### config.mk
export PLATFORM = sky130hd
export DESIGN_NAME = io_bank_mapper
export DESIGN_NICKNAME = d
export VERILOG_FILES = /design/src/rtl/bankmap_pkg.sv /design/src/rtl/port_decode.sv /design/src/rtl/bank_latch.sv /design/src/rtl/rom_addr_gen.sv /design/src/rtl/io_bank_mapper.sv
export SDC_FILE = /design/constraint.sdc
export NUM_CORES = 1
export LEC_CHECK = 0
export BUFFER_PORTS_ARGS = -buffer_cell sky130_fd_sc_hd__buf_2
export CORE_AREA = 2 2 46 48
export DETAILED_ROUTE_END_ITERATION = 10
export DIE_AREA = 0 0 48 50
export HOLD_SLACK_MARGIN = 0.1
export PLACE_DENSITY = 0.81
export SETUP_SLACK_MARGIN = 0.2
export SLEW_MARGIN = 25
export SYNTH_ARGS = -nofsm -noshare
export SYNTH_HDL_FRONTEND = slang
export SYNTH_HIERARCHICAL = 1
export SYNTH_SLANG_ARGS = --single-unit
### constraint.sdc
create_clock -name clk_i -period 3.94 [get_ports clk_i]
set_input_delay 0.985 -clock clk_i [delete_from_list [all_inputs] [get_ports clk_i]]
set_output_delay 0.985 -clock clk_i [all_outputs]
set_load 0.01 [all_outputs]
### src/rtl/bankmap_pkg.sv
package bankmap_pkg;
  localparam int unsigned IO_AW    = 8;
  localparam int unsigned DATA_W   = 8;
  localparam int unsigned BANK_W   = 5;
  localparam int unsigned OFS_W    = 15;
  localparam int unsigned CPU_AW   = 16;
  localparam int unsigned PORT_LSB = 3;
endpackage

### src/rtl/port_decode.sv
module port_decode #(
  parameter int unsigned IO_AW    = 8,
  parameter int unsigned PORT_LSB = 3
) (
  input  logic             clk_i,
  input  logic             rst_ni,
  input  logic             io_req_i,
  input  logic [IO_AW-1:0] io_addr_i,
  output logic             hit_o,
  output logic             strobe_o
);
  logic hit_q;

  assign hit_o    = io_req_i && (io_addr_i[IO_AW-1:PORT_LSB] == '0);
  assign strobe_o = hit_o && !hit_q;

  always_ff @(posedge clk_i or negedge rst_ni) begin
    if (!rst_ni) hit_q <= 1'b0;
    else         hit_q <= hit_o;
  end
endmodule

### src/rtl/bank_latch.sv
module bank_latch #(
  parameter int unsigned DATA_W = 8,
  parameter int unsigned BANK_W = 5
) (
  input  logic              clk_i,
  input  logic              rst_ni,
  input  logic              strobe_i,
  input  logic              we_i,
  input  logic [DATA_W-1:0] wdata_i,
  output logic [BANK_W-1:0] bank_o,
  output logic              locked_o
);
  localparam int unsigned LATCH_W = BANK_W + 1;

  logic [LATCH_W-1:0] latch_q, load_val;

  // undriven bus on a read floats high
  assign load_val = we_i ? wdata_i[LATCH_W-1:0] : '1;

  always_ff @(posedge clk_i or negedge rst_ni) begin
    if (!rst_ni)                         latch_q <= '0;
    else if (strobe_i && !latch_q[BANK_W]) latch_q <= load_val;
  end

  assign bank_o   = latch_q[BANK_W-1:0];
  assign locked_o = latch_q[BANK_W];
endmodule

### src/rtl/rom_addr_gen.sv
module rom_addr_gen #(
  parameter int unsigned BANK_W = 5,
  parameter int unsigned OFS_W  = 15,
  parameter int unsigned CPU_AW = 16
) (
  input  logic                    slot_sel_i,
  input  logic                    mem_rd_i,
  input  logic [BANK_W-1:0]       bank_i,
  input  logic [CPU_AW-1:0]       cpu_addr_i,
  output logic [BANK_W+OFS_W-1:0] rom_addr_o,
  output logic                    rom_cs_o
);
  // upper CPU bits above the window are left undecoded (mirroring)
  assign rom_addr_o = {bank_i, cpu_addr_i[OFS_W-1:0]};
  assign rom_cs_o   = slot_sel_i && mem_rd_i;
endmodule

### src/rtl/io_bank_mapper.sv
module io_bank_mapper
  import bankmap_pkg::*;
#(
  parameter int unsigned P_IO_AW    = IO_AW,
  parameter int unsigned P_DATA_W   = DATA_W,
  parameter int unsigned P_BANK_W   = BANK_W,
  parameter int unsigned P_OFS_W    = OFS_W,
  parameter int unsigned P_CPU_AW   = CPU_AW,
  parameter int unsigned P_PORT_LSB = PORT_LSB
) (
  input  logic                         clk_i,
  input  logic                         rst_ni,
  input  logic                         io_req_i,
  input  logic                         io_we_i,
  input  logic [P_IO_AW-1:0]           io_addr_i,
  input  logic [P_DATA_W-1:0]          io_wdata_i,
  output logic [P_DATA_W-1:0]          io_rdata_o,
  input  logic                         slot_sel_i,
  input  logic                         mem_rd_i,
  input  logic [P_CPU_AW-1:0]          cpu_addr_i,
  output logic [P_BANK_W+P_OFS_W-1:0]  rom_addr_o,
  output logic                         rom_cs_o,
  output logic [P_BANK_W-1:0]          bank_o,
  output logic                         locked_o
);
  logic hit, strobe;

  port_decode #(.IO_AW(P_IO_AW), .PORT_LSB(P_PORT_LSB)) u_dec (
    .clk_i, .rst_ni, .io_req_i, .io_addr_i,
    .hit_o(hit), .strobe_o(strobe)
  );

  bank_latch #(.DATA_W(P_DATA_W), .BANK_W(P_BANK_W)) u_latch (
    .clk_i, .rst_ni, .strobe_i(strobe), .we_i(io_we_i),
    .wdata_i(io_wdata_i), .bank_o, .locked_o
  );

  rom_addr_gen #(.BANK_W(P_BANK_W), .OFS_W(P_OFS_W), .CPU_AW(P_CPU_AW)) u_rom (
    .slot_sel_i, .mem_rd_i, .bank_i(bank_o), .cpu_addr_i, .rom_addr_o, .rom_cs_o
  );

  assign io_rdata_o = (hit && !io_we_i) ? '1 : '0;
endmodule

==> results.md <==
* Status: finished clean
* Max-Cap Viols at 0
* Synth Register Bits at 7
* Final Setup Violations at 0
* Syn Area/Cell at 10.42 sq um
* Ports at 73
* Clock buffer depth at 2
* Antenna violations before repair at 0
* Antenna Violating Nets Remaining at 0
* Initial Utilization at 28.49%
* Crit Path Class: input pin to primary output
* Pleak at 0.3173 nW
* Largest net degree at the start of global routing at 9
* Setup Total Neg Slack at 0 ps
* Non-filler instance count after layout at 92
* Root Buffer: clkbuf_4
* Crit start category: input pin
* P&R area growth vs syn at 6.928%
* Gr ovfl total at 0
* Pwr Total at 235.8 uW
* Post-CTS Setup Bufs at 0
* Post-route setup slack at 663.5 ps
* Final core occ at 30.46%
* Clk Latency, worst-skew pair at 250 ps
* Crit path DAT at 2290 ps
* CTS sink cnt at 7
* CP cell instances: buf_2 -> or4b_1 -> nor3_1 -> nor2b_4 -> buf_2
* Synth area leader: buf_4
* Slew Viols, Final at 0
* Clk pin slew, worst setup/hold paths at 50 ps
* Ys Warns at 6
* Crit end category: primary output
* Vias in the first global route at 291
* Fraction of layout cells with a size suffix above 1 at 73.85%
* Die height at 50 microns
* Die width at 48 microns
* DRC viols at 0
* Placed Instances at 88
* Tcrit/Tclk final at 83.16%
* RSZ-0062 raised after global routing: no
* Nets at 104
* Critical path buffer and inverter count at 2
* Pwr dens at 407.1 nW/um^2
* TritonCTS clock tree: yes
* CTS hold repair buffers at 0
* Synthesized Nets at 90
* Routability cong. at 0.5963
* Total number of vias at 340
* Drt pass-1 iters at 3
* Synth area leaders: buf_4, dfrtp_1, mux2_2, nand2b_1, nor2b_4
* Die ar. at 2400 sq um
* Max-slew headroom at 82.51%
* Synth top area share at 37.41%
* Largest delay share family, worst path: simple AND/OR/NAND/NOR gates
* Post-DP HPWL at 775.4 microns
* Critical path's largest stage delay at 570 ps
* First-pass GRT wire length at 1.345 mm
* Seq/Total Area, Yosys at 32.33%
* Hold Vio Cnt, Final at 0
* Total CTS buffers at 3
* Final instance area at 579.3 sq um
* H-Tree Depth at 1
* Vias per cell at 3.696
* Crit-path slowest cell: or4b_1
* Final Routed Wirelength at 913 microns
* Dpl ws at 644.2 ps
* Cell Area, Placed at 553.0 sq um
* F_max at 0.3052 GHz
* Core footprint at 1902 sq um
* Fillcell total at 215
* Resized Gates After CTS at 0
* Max FO, Critical Path at 8
* Clock Skew at 0.2258 ps
* Crit path time final at 3277 ps
* Hold_ws at 518.0 ps
* Worst VDD drop at 193.1 uV
* Mapped Cells at 52
* Data required, critical path at 2950 ps
* Tot GR Track Use at 8.619%
* Initial DRC Count at 2
* Port bufs at 36
* Wirelength per Cell at 9.924 microns
* Worst-Margin Slew at 260.3 ps
* Antenna cells at 0
* Mapped cell area at 541.8 sq um
* Crit-path most repeated cell: buf_2
* Unique masters post-synth at 10
* FP Rows at 16
* Min-Delay Path Class: flop to flop
==> sequential cells by signal, indices dropped and copies added (netlist names) <==
name and count:
u_dec/hit_q 1, u_latch/latch_q 6
==> final timing paths <==
| path | startpoint | end | slack (ps) | depth (start not counted) |
|---|---|---|---|---|
| max in group asynchronous | rst_ni | u_dec/hit_q | 3230 | 1 |
| min in group asynchronous | rst_ni | u_latch/latch_q[3] | 560 | 1 |
| min reg2reg | u_latch/latch_q[1] | u_latch/latch_q[1] | 520 | 1 |
| max | io_addr_i[7] | io_rdata_o[4] | 660 | 5 |
| max reg2reg | u_dec/hit_q | u_latch/latch_q[0] | 2540 | 3 |
| min | u_latch/latch_q[1] | u_latch/latch_q[1] | 520 | 1 |
==> power breakdown <==
group | internal, mW | total (mW) | leakage (nW) | switching [mW]
clock network | 0.0385 | 0.0635 | 0.0150 | 0.0250
registers | 0.0879 | 0.0994 | 0.0883 | 0.0115
logic | 0.0387 | 0.0729 | 0.214 | 0.0342
total | 0.165 | 0.236 | 0.317 | 0.0706
==> cells by family after synthesis <==
kind of cell	Yosys count	share of synthesized area, %
AOI/OAI and AO/OA	1	1.617
muxes	5	10.39
and+or+nand+nor	12	18.25
buffers and inverters	27	37.41
DFF	7	32.33
==> synth_stat cells <==
library cell / instances
nor2b_4: 2
buf_4: 27
dfrtp_1: 7
nand2b_1: 6
and2_1: 1
or4b_1: 1
nor3_1: 1
nor4_2: 1
mux2_2: 5
a21o_2: 1
==> routing by layer <==
layer / track usage, % / wire length (microns) / vias to the layer above
met3: 8.059 / 155 / 2
met1: 8.501 / 342 / 148
met2: 12.00 / 412 / 22
met5: 0 / 0 / -
li1: - / - / 168
met4: 4.054 / 4 / 0
==> area by class of cell <==
cell class / count / area (sq um) / share of cell area [%]
Tap cell: 27 / 33.78 / 5.832
Timing Repair Buffer: 36 / 180.2 / 31.10
Clock buffer: 4 / 26.28 / 4.536
Multi-Input combinational cell: 18 / 163.9 / 28.29
Sequential cell: 7 / 175.2 / 30.24
==> cells in the final DEF (no fill, tap or decap) <==
| cell | n |
|---|---|
| a21o_2 | 1 |
| and2_1 | 1 |
| buf_2 | 36 |
| clkbuf_1 | 1 |
| clkbuf_4 | 3 |
| dfrtp_1 | 7 |
| mux2_2 | 5 |
| nand2b_1 | 6 |
| nor2b_4 | 2 |
| nor3_1 | 1 |
| nor4_2 | 1 |
| or4b_1 | 1 |
Power figures use the tool's default switching activity.
